### config.mk
export PLATFORM = sky130hd
export DESIGN_NAME = xbs_strobe_timer
export DESIGN_NICKNAME = d
export VERILOG_FILES = /design/src/rtl/xbs_pkg.sv /design/src/rtl/xbs_cfg_decode.sv /design/src/rtl/xbs_phase_seq.sv /design/src/rtl/xbs_datapath.sv /design/src/rtl/xbs_strobe_timer.sv
export SDC_FILE = /design/constraint.sdc
export NUM_CORES = 1
export LEC_CHECK = 0
export BUFFER_PORTS_ARGS = -buffer_cell sky130_fd_sc_hd__buf_2
export CAP_MARGIN = 0
export CORE_ASPECT_RATIO = 0.9
export CORE_UTILIZATION = 50
export DETAILED_ROUTE_END_ITERATION = 6
export PLACE_DENSITY_LB_ADDON = 0.1
export SLEW_MARGIN = 20
export SYNTH_ARGS = -nofsm -noshare
export SYNTH_HDL_FRONTEND = slang
export SYNTH_SLANG_ARGS = --single-unit
### constraint.sdc
create_clock -name clk -period 3.9 [get_ports clk]
set_input_delay 0.39 -clock clk [delete_from_list [all_inputs] [get_ports clk]]
set_output_delay 0.39 -clock clk [all_outputs]
set_load 0.03 [all_outputs]
### src/rtl/xbs_pkg.sv
package xbs_pkg;

  localparam int DATA_W = 16;
  localparam int CNT_W  = 8;

  typedef enum logic [2:0] {
    PH_IDLE, PH_GAP, PH_SETUP, PH_STROBE, PH_HOLD, PH_BREAK
  } phase_e;

  typedef enum logic [1:0] {
    XK_IORD = 2'd0, XK_IOWR = 2'd1, XK_OE = 2'd2, XK_WE = 2'd3
  } xkind_e;

  typedef struct packed {
    xkind_e      kind;
    logic [1:0]  cs;
    logic        gap_en;
    logic        wait_en;
    logic        wide;
    logic        ack_en;
    logic [6:0]  gap;
    logic [7:0]  width;
    logic [3:0]  hold;
    logic [3:0]  setup;
  } cfg_t;

  typedef struct packed {
    phase_e          ph;
    logic [CNT_W-1:0] cnt;
  } step_t;

  function automatic step_t go_strobe(cfg_t c);
    step_t s;
    s.ph  = PH_STROBE;
    s.cnt = (c.width == '0) ? CNT_W'(1) : CNT_W'(c.width);
    return s;
  endfunction

  function automatic step_t go_setup(cfg_t c);
    step_t s;
    if (c.setup != '0) begin
      s.ph  = PH_SETUP;
      s.cnt = CNT_W'(c.setup);
    end else begin
      s = go_strobe(c);
    end
    return s;
  endfunction

  function automatic step_t go_pre(cfg_t c);
    step_t s;
    if (c.gap_en && c.gap != '0) begin
      s.ph  = PH_GAP;
      s.cnt = CNT_W'(c.gap);
    end else begin
      s = go_setup(c);
    end
    return s;
  endfunction

  function automatic step_t go_end(logic last);
    step_t s;
    s.ph  = last ? PH_IDLE : PH_BREAK;
    s.cnt = last ? CNT_W'(0) : CNT_W'(1);
    return s;
  endfunction

  function automatic step_t go_post(cfg_t c, logic last);
    step_t s;
    if (c.hold != '0) begin
      s.ph  = PH_HOLD;
      s.cnt = CNT_W'(c.hold);
    end else begin
      s = go_end(last);
    end
    return s;
  endfunction

  function automatic logic is_read(xkind_e k);
    return (k == XK_IORD) || (k == XK_OE);
  endfunction

endpackage

### src/rtl/xbs_cfg_decode.sv
module xbs_cfg_decode
  import xbs_pkg::*;
(
  input  logic [31:0] tim_cfg,
  input  logic        bus_wide,
  output cfg_t        cfg
);
  logic [1:0] wmode;

  always_comb begin
    wmode       = tim_cfg[25:24];
    cfg.setup   = tim_cfg[3:0];
    cfg.hold    = tim_cfg[7:4];
    cfg.width   = tim_cfg[15:8];
    cfg.gap     = tim_cfg[22:16];
    cfg.ack_en  = tim_cfg[23];
    cfg.wait_en = tim_cfg[26];
    cfg.gap_en  = tim_cfg[27];
    cfg.cs      = tim_cfg[29:28];
    cfg.kind    = xkind_e'(tim_cfg[31:30]);
    case (wmode)
      2'd0:    cfg.wide = 1'b0;
      2'd1:    cfg.wide = 1'b1;
      default: cfg.wide = bus_wide;
    endcase
  end
endmodule

### src/rtl/xbs_phase_seq.sv
module xbs_phase_seq
  import xbs_pkg::*;
#(
  parameter int LEN_W = 8
) (
  input  logic             clk,
  input  logic             rst,
  input  logic             start,
  input  logic [LEN_W-1:0] xfer_len,
  input  cfg_t             cfg,
  input  logic             bus_wait,
  input  logic             bus_ack,
  output phase_e           ph,
  output phase_e           ph_nxt,
  output logic             begin_o,
  output logic             adv_o,
  output logic             cap_o,
  output logic             fin_o
);
  localparam int BW = LEN_W + 1;

  step_t         st_q, st_n;
  logic [BW-1:0] left_q, left_n, beats;
  logic          last, stall;

  assign beats = cfg.wide ? BW'(({1'b0, xfer_len} + BW'(1)) >> 1) : {1'b0, xfer_len};
  assign last  = (left_q == BW'(1));
  assign stall = (cfg.wait_en && bus_wait) ||
                 (cfg.ack_en && cfg.kind == XK_IORD && !bus_ack);

  always_comb begin
    st_n    = st_q;
    left_n  = left_q;
    begin_o = 1'b0;
    cap_o   = 1'b0;
    case (st_q.ph)
      PH_IDLE: begin
        if (start) begin
          begin_o = 1'b1;
          left_n  = beats;
          if (beats != '0) st_n = go_pre(cfg);
        end
      end
      PH_GAP: begin
        if (st_q.cnt > CNT_W'(1)) st_n.cnt = st_q.cnt - CNT_W'(1);
        else                      st_n     = go_setup(cfg);
      end
      PH_SETUP: begin
        if (st_q.cnt > CNT_W'(1)) st_n.cnt = st_q.cnt - CNT_W'(1);
        else                      st_n     = go_strobe(cfg);
      end
      PH_STROBE: begin
        if (st_q.cnt > CNT_W'(1)) begin
          st_n.cnt = st_q.cnt - CNT_W'(1);
        end else if (!stall) begin
          cap_o = 1'b1;
          st_n  = go_post(cfg, last);
        end
      end
      PH_HOLD: begin
        if (st_q.cnt > CNT_W'(1)) st_n.cnt = st_q.cnt - CNT_W'(1);
        else                      st_n     = go_end(last);
      end
      PH_BREAK: st_n = go_pre(cfg);
      default:  st_n = go_end(1'b1);
    endcase
    adv_o = (st_n.ph == PH_BREAK) && (st_q.ph != PH_BREAK);
    if (adv_o) left_n = left_q - BW'(1);
    fin_o = ((st_n.ph == PH_IDLE) && (st_q.ph != PH_IDLE)) ||
            (begin_o && beats == '0);
  end

  always_ff @(posedge clk) begin
    if (rst) begin
      st_q   <= '{ph: PH_IDLE, cnt: '0};
      left_q <= '0;
    end else begin
      st_q   <= st_n;
      left_q <= left_n;
    end
  end

  assign ph     = st_q.ph;
  assign ph_nxt = st_n.ph;
endmodule

### src/rtl/xbs_datapath.sv
module xbs_datapath
  import xbs_pkg::*;
#(
  parameter int ADDR_W = 24
) (
  input  logic              clk,
  input  logic              rst,
  input  logic              begin_i,
  input  logic              adv_i,
  input  logic              cap_i,
  input  cfg_t              cfg,
  input  logic [ADDR_W-1:0] xfer_addr,
  input  logic [DATA_W-1:0] wr_data,
  input  logic [DATA_W-1:0] bus_din,
  output logic [ADDR_W-1:0] bus_addr,
  output logic [DATA_W-1:0] bus_dout,
  output logic [DATA_W-1:0] rd_data
);
  localparam int HB = DATA_W / 2;

  logic [ADDR_W-1:0] addr_q;
  logic [DATA_W-1:0] wd_q, dout_q, rd_q;
  logic              lane_q;
  logic [ADDR_W-1:0] step;

  assign step = cfg.wide ? ADDR_W'(2) : ADDR_W'(1);

  always_ff @(posedge clk) begin
    if (rst) begin
      addr_q <= '0;
      wd_q   <= '0;
      dout_q <= '0;
      rd_q   <= '0;
      lane_q <= 1'b0;
    end else if (begin_i) begin
      addr_q <= xfer_addr;
      wd_q   <= wr_data;
      lane_q <= 1'b0;
      rd_q   <= '0;
      dout_q <= cfg.wide ? wr_data : {{HB{1'b0}}, wr_data[HB-1:0]};
    end else begin
      if (adv_i) begin
        addr_q <= addr_q + step;
        lane_q <= ~lane_q;
        if (!cfg.wide)
          dout_q <= {{HB{1'b0}}, lane_q ? wd_q[HB-1:0] : wd_q[DATA_W-1:HB]};
      end
      if (cap_i && is_read(cfg.kind)) begin
        if (cfg.wide)    rd_q <= bus_din;
        else if (lane_q) rd_q <= {bus_din[HB-1:0], rd_q[HB-1:0]};
        else             rd_q <= {rd_q[DATA_W-1:HB], bus_din[HB-1:0]};
      end
    end
  end

  assign bus_addr = addr_q;
  assign bus_dout = dout_q;
  assign rd_data  = rd_q;
endmodule

### src/rtl/xbs_strobe_timer.sv
module xbs_strobe_timer
  import xbs_pkg::*;
#(
  parameter int ADDR_W = 24,
  parameter int LEN_W  = 8
) (
  input  logic              clk,
  input  logic              rst,
  input  logic              start,
  input  logic              done_clr,
  input  logic [31:0]       tim_cfg,
  input  logic [ADDR_W-1:0] xfer_addr,
  input  logic [LEN_W-1:0]  xfer_len,
  input  logic [15:0]       wr_data,
  output logic              busy,
  output logic              done,
  output logic [15:0]       rd_data,
  output logic [3:0]        bus_cs_n,
  output logic [3:0]        bus_strobe_n,
  output logic [ADDR_W-1:0] bus_addr,
  output logic [15:0]       bus_dout,
  output logic              bus_dout_en,
  input  logic [15:0]       bus_din,
  input  logic              bus_wait,
  input  logic              bus_ack,
  input  logic              bus_wide
);
  cfg_t   cfg_live, cfg_q, cfg_sel;
  phase_e ph, ph_nxt;
  logic   begin_p, adv_p, cap_p, fin_p, act_nxt;

  xbs_cfg_decode u_dec (
    .tim_cfg  (tim_cfg),
    .bus_wide (bus_wide),
    .cfg      (cfg_live)
  );

  assign cfg_sel = (ph == PH_IDLE) ? cfg_live : cfg_q;

  xbs_phase_seq #(.LEN_W(LEN_W)) u_seq (
    .clk      (clk),
    .rst      (rst),
    .start    (start),
    .xfer_len (xfer_len),
    .cfg      (cfg_sel),
    .bus_wait (bus_wait),
    .bus_ack  (bus_ack),
    .ph       (ph),
    .ph_nxt   (ph_nxt),
    .begin_o  (begin_p),
    .adv_o    (adv_p),
    .cap_o    (cap_p),
    .fin_o    (fin_p)
  );

  xbs_datapath #(.ADDR_W(ADDR_W)) u_dp (
    .clk       (clk),
    .rst       (rst),
    .begin_i   (begin_p),
    .adv_i     (adv_p),
    .cap_i     (cap_p),
    .cfg       (cfg_sel),
    .xfer_addr (xfer_addr),
    .wr_data   (wr_data),
    .bus_din   (bus_din),
    .bus_addr  (bus_addr),
    .bus_dout  (bus_dout),
    .rd_data   (rd_data)
  );

  assign act_nxt = (ph_nxt == PH_GAP) || (ph_nxt == PH_SETUP) ||
                   (ph_nxt == PH_STROBE) || (ph_nxt == PH_HOLD);

  always_ff @(posedge clk) begin
    if (rst) begin
      cfg_q        <= '0;
      bus_cs_n     <= 4'hF;
      bus_strobe_n <= 4'hF;
      bus_dout_en  <= 1'b0;
      busy         <= 1'b0;
      done         <= 1'b0;
    end else begin
      if (begin_p) cfg_q <= cfg_live;
      bus_cs_n     <= act_nxt ? ~(4'b0001 << cfg_sel.cs) : 4'hF;
      bus_strobe_n <= (ph_nxt == PH_STROBE) ? ~(4'b0001 << cfg_sel.kind) : 4'hF;
      bus_dout_en  <= act_nxt && !is_read(cfg_sel.kind);
      busy         <= (ph_nxt != PH_IDLE);
      if (fin_p)         done <= 1'b1;
      else if (done_clr) done <= 1'b0;
    end
  end
endmodule

==> results.cfg, run 1 <==
[layout]
finalInstanceArea_um2 = 8860
area_growth_syn_to_layout_pct = 22.8
finalNonFillerCells = 1274
drive_gt1_share_pct = 24.4
antenna_cells = 0
fillers = 1309
final_nets = 1179

[timing]
drv_slew = 0
fin_crit_sh_pct = 83.1
setup_tns_ps = 0
finalHoldViolations = 0
max_slew_margin_pct = 34.4
clock.fmax_mhz = 308
setup_viol = 0
tightest_slew_ps = 982
timing.hold.ws_ps = 197
min_period_ps = 3240
rsz0062_at_grt = false
final.setup_skew_ps = 11.9

[routing]
drcViolationCount = 0
wirelength_um = 20100
drtAntennaViolNets = 0
viasPerCell = 5.64
dr.first_iter.drc_count = 452
drtPass1Iterations = 6
num_vias = 7181
routedWlPerCell_um = 15.7

[floorplanning]
fp.dieH_um = 116
core_um2 = 14100
die_width_um = 129
rows = 41
pin_count = 170
die-area_um2 = 14900
initial_utilization_pct = 51.4

[min_path]
min_path_type = in -> reg
hold_path_depth = 2

[grt]
grt_max_degree = 62
grt_pass1_wl_um = 32500
track_usage_pct = 27.5
grt-ovfl-total = 0
grt_pass1_vias = 6469
antenna_found_initial = 0

[setup_path]
crit_cells = 10
critical_path.top_delay_family = compound AO/OA/AOI/OAI gates
start_kind = flip-flop
crit_type = reg -> reg
max_stage_delay_ps = 500
worstPathMaxFanout = 24
cpMaxStageDelayCell = o211ai_2
critPathMostFrequentCell = buf_4
crit_chain = nor3_4, buf_4, mux2_2, nor2_1, a31oi_4, o211ai_2, buf_4, nor4_4, xnor2_1, a211oi_1
end_kind = flip-flop
critPathBufInv = 2
crit_arrival_ps = 3570
r2r_cells = 10
cp.required_ps = 4230

[synth]
synth_warnings = 0
ys_dominant_reg_cell = dfxtp_1
seq_area_frac_synth_pct = 37.4
synth_mux_area_share_pct = 4.99
yosys.area_share.xor_xnor_pct = 3.40
syn-num-nets = 1025
synth_top_family_by_area = simple AND/OR/NAND/NOR gates
synth-seq-cells = 135
synth_edf_count = 0
synthArstFlopShare_pct = 0
synth_fa_ha_area_share_pct = 1.49
synth_area_per_cell_um2 = 7.90
syn-cell-area_um2 = 7220
synth.distinct_cells = 81
synthCells = 914
synth-compound-area-share_pct = 21.6
synth-simple-area-share_pct = 26.8

[cts]
cts_hold_buf = 0
post_cts_buffers = 0
clk_pin_slew_ps = 60
cts_tree = done
root_buffer = clkbuf_16
ctsResizeCount = 0
cts_inserted_buffers = 17
clock_path_buffers = 2
clock_latency_ps = 420
cts.sinks = 135
htree_levels = 4

[power]
p_leak_nw = 3.54
powerDensity_nw_per_um2 = 726
vdd_drop_max_uv = 518

[placed_design]
port_buffers = 169
detailed_place_hpwl_um = 14200
routabilityCongestion = 0.941
placed_area_um2 = 8260
dp.cells = 1242

[run_status]
status = finished, final reports clean

[job]
maxCapViolCount = 0
==> registers in the layout (all words and copies together), names as in the netlist, 3 cells and up <==
signal and flops:
bus_cs_n 4, bus_strobe_n 4, cfg_q 31, u_dp.bus_addr 24, u_dp.bus_dout 16, u_dp.rd_data 16
u_dp.wd_q 16, u_seq.left_q 9, u_seq.ph 3, u_seq.st_q 8
==> layout by cell type, fill, tap and decap left out, drive strengths merged, types with 3 or more instances in the layout <==
cell type  synthesis  layout
a22o               8       8
a21oi             82      82
inv               17      24
a211oi            25      25
nand3             36      36
a2bb2oi            3       3
dfxtp            135     135
and4               4       4
a221oi             6       6
mux2               5       5
xor2               8       8
a32oi              5       5
nand4              8       8
nor2              90      90
clkinv             0       4
a311oi             7       7
nand2            179     179
buf               12     193
nor3              27      27
nor3b             12      12
o31ai              5       5
a31oi             11      11
o211ai             5       5
or3                7       7
or4                7       7
clkbuf            46      18
xnor2             20      20
a211o              3       3
a21o               5       5
mux2i             30      30
ha                 7       7
nor4              11      11
o21ai             43      43
and2               5       5
o22ai              5       5
o2111ai            3       3
==> path summary, 6_finish.rpt <==
path | end | start | slack [ps]
max reg2reg | u_dp.bus_addr[23]$_SDFFE_PP0P_ | u_seq.ph[0]$_SDFF_PP0_ | 660
max | u_dp.bus_addr[23]$_SDFFE_PP0P_ | u_seq.ph[0]$_SDFF_PP0_ | 660
min | u_dp.bus_dout[12]$_SDFFE_PP0P_ | wr_data[12] | 200
min reg2reg | u_dp.wd_q[13]$_SDFFE_PP0P_ | u_dp.wd_q[13]$_SDFFE_PP0P_ | 450
==> through the flow <==
| step | total power, mW | util (%) | setup slack (ps) |
|---|---|---|---|
| floorplan | 3.99 | - | 1130 |
| global placement | 4.77 | 58.8 | 819 |
| detailed placement | 4.78 | 58.8 | 720 |
| CTS | 6.42 | 63.1 | 715 |
| global route | 6.86 | 63.1 | 451 |
| finish | 6.43 | 63.1 | 658 |
==> cells in the mapped netlist, drive strengths merged, types with 6 or more instances <==
library cell,n,share of area [%]
a211oi,25,2.6
a21oi,82,5.8
a221oi,6,0.81
a22o,8,0.97
a311oi,7,0.94
a31oi,11,1.2
buf,12,0.95
clkbuf,46,2.4
dfxtp,135,37
ha,7,1.2
inv,17,0.92
mux2i,30,4.2
nand2,179,9.3
nand3,36,2.5
nand4,8,0.69
nor2,90,4.7
nor3,27,2.7
nor3b,12,1.4
nor4,11,1.7
o21ai,43,3.1
or3,7,0.61
or4,7,0.78
xnor2,20,2.4
xor2,8,0.97
==> logic make-up after synthesis <==
kind of cell,count (synthesis)
DFF,135
buffers and inverters,75
xor gates and xnor gates,28
and+or+nand+nor,400
AOI/OAI and AO/OA,233
muxes,35
adders and majority gates,8
==> cell type report <==
class / instances / area (µm²) / share of cell area (%)
clock inverters: 14 / 163 / 1.84
clock buffers: 18 / 439 / 4.95
inverters: 17 / 66.3 / 0.748
multi-input cells: 704 / 4220 / 47.6
repair buffers: 193 / 1030 / 11.6
well taps: 193 / 241 / 2.72
flip-flops and latches: 135 / 2700 / 30.5
==> layer usage <==
| metal | vias to the layer above | GRT usage (%) | part of all wire (%) |
|---|---|---|---|
| met5 | - | 0 | 0 |
| met4 | 0 | 8.08 | 1.1 |
| met3 | 18 | 6.97 | 7.5 |
| met2 | 273 | 40.0 | 42 |
| met1 | 3306 | 39.9 | 50 |
| li1 | 3584 | - | - |
==> where the power goes <==
group	switching (mW)	internal (mW)
logic	1.86	1.02
clock network	0.658	0.976
registers	0.277	1.65
No activity file was read; power rests on OpenSTA's default activity.
==> inputs of run 2 (changes only) <==
clock period = 3.4 ns   (was 3.9 ns; I/O delays follow)
==> results.cfg, run 2 (synthesized netlist as in run 1, its figures left out) <==
[run_status]
status = finished, final reports clean

[layout]
final_nets = 1179
final_common_cell = nand2_1
finalNonFillerCells = 1274
mostFrequentLayoutCells = 178 x nand2_1, 168 x buf_2, 135 x dfxtp_1, 88 x nor2_1, 80 x a21oi_1
finalInstanceArea_um2 = 8940
fillers = 1318
largest_reg_flops = 31
top_register = cfg_q
area_growth_syn_to_layout_pct = 23.9
drive_gt1_share_pct = 24.3
antenna_cells = 0

[setup_path]
r2r_start = u_seq.ph[1]$_SDFF_PP0_
worstPathMaxFanout = 19
crit_type = reg -> reg
crit_arrival_ps = 3340
r2r_cells = 9
start_kind = flip-flop
r2r-end = u_seq.ph[1]$_SDFF_PP0_
cp.required_ps = 3720
end_kind = flip-flop
rrSetupSlack_ps = 380

[placed_design]
placed_area_um2 = 8260
dp.cells = 1242
port_buffers = 169
detailed_place_hpwl_um = 14100
place_ws_ps = 381
routabilityCongestion = 0.935

[min_path]
min_path_type = in -> reg
hp-start = wr_data[9]
hold_path_depth = 2
hold-path-endpoint = u_dp.bus_dout[9]$_SDFFE_PP0P_

[timing]
clock.fmax_mhz = 331
rsz0062_at_grt = false
timing.hold.ws_ps = 141
min_period_ps = 3020
setup_ws_ps = 376
setup_tns_ps = 0
setup_viol = 0
drv_slew = 0
tightest_slew_ps = 840
finalHoldViolations = 0
final.setup_skew_ps = 5.50
max_slew_margin_pct = 43.6
fin_crit_sh_pct = 88.9

[grt]
antenna_found_initial = 0
grt_pass1_wl_um = 32000
grt-ovfl-total = 0
grt_max_degree = 61
track_usage_pct = 27.4
grt_pass1_vias = 6324

[routing]
drtAntennaViolNets = 0
drcViolationCount = 0
routedWlPerCell_um = 15.8
viasPerCell = 5.68
num_vias = 7233
wirelength_um = 20200
drtPass1Iterations = 7
dr.first_iter.drc_count = 548

[cts]
clk_pin_slew_ps = 60
htree_levels = 4
cts_hold_buf = 0
cts.sinks = 135
root_buffer = clkbuf_16
post_cts_buffers = 0
cts_inserted_buffers = 17
ctsResizeCount = 0
clock_path_buffers = 2
clock_latency_ps = 420
cts_tree = done

[floorplanning]
die_width_um = 129
fp.dieH_um = 116
pin_count = 170
die-area_um2 = 14900
rows = 41
core_um2 = 14100
initial_utilization_pct = 51.4

[power]
p_leak_nw = 3.58
vdd_drop_max_uv = 480
powerDensity_nw_per_um2 = 854

[job]
maxCapViolCount = 0
run 2: changes by cell type in the layout (fill, tap and decap cells not counted), sizes merged:
cell,delta
bufinv,+4
inv,-6
clkbuf,+3
clkinv,-1
run 2: cell type report:
type | count | area [µm²] | share of cell area (%)
sequential | 135 | 2700 | 30.2
multi-input combinational | 704 | 4230 | 47.3
clock buffer | 21 | 460 | 5.15
timing repair buffer | 193 | 1030 | 11.5
tap | 193 | 241 | 2.70
inverter | 17 | 66.3 | 0.741
clock inverter | 11 | 219 | 2.45
run 2: worst max-delay path: stages, from the launching register on:
cell and delay [ps]:
dfxtp_1 330, nor3_4 440, mux2_4 350, inv_4 130
or3_1 380, a221oi_2 260, nand4_1 210, a32oi_2 380
o21ai_1 210, and2_1 220
run 2: layer usage:
layer	vias to the layer above	wire length, µm	part of all wire (%)	GRT usage (%)
met2	251	8640	43	39.9
met3	22	1300	6.5	5.54
li1	3591	-	-	-
met4	0	268	1.3	8.78
met1	3369	9950	49	40.3
met5	-	0	0	0
run 2: worst max-delay path by stage:
| stage | slack [ps] | startpoint | end | cells past startpoint |
|---|---|---|---|---|
| 6_report | 380 | u_seq.ph[1]$_SDFF_PP0_ | u_seq.ph[1]$_SDFF_PP0_ | 9 |
| 5_1_grt | 160 | u_seq.ph[1]$_SDFF_PP0_ | u_seq.ph[1]$_SDFF_PP0_ | 9 |
| 4_1_cts | 360 | u_seq.ph[1]$_SDFF_PP0_ | u_seq.ph[1]$_SDFF_PP0_ | 9 |
| 3_5_place_dp | 380 | u_seq.ph[1]$_SDFF_PP0_ | u_seq.ph[1]$_SDFF_PP0_ | 9 |
| 3_3_place_gp | 440 | u_seq.ph[1]$_SDFF_PP0_ | u_seq.st_q[4]$_SDFFE_PP0P_ | 9 |
| 2_1_floorplan | 630 | u_seq.ph[0]$_SDFF_PP0_ | u_dp.bus_addr[6]$_SDFFE_PP0P_ | 10 |
run 2: stage by stage:
stage               power, mW  util [%]
detailed placement       5.49      58.8
global placement         5.47      58.8
global route             8.11      63.6
floorplan                4.57         -
finish                   7.64      63.6
CTS                      7.62      63.6
run 2: report_power, final:
group | switching (mW) | internal, mW
combinational | 2.17 | 1.17
clock | 0.700 | 1.42
sequential | 0.298 | 1.89
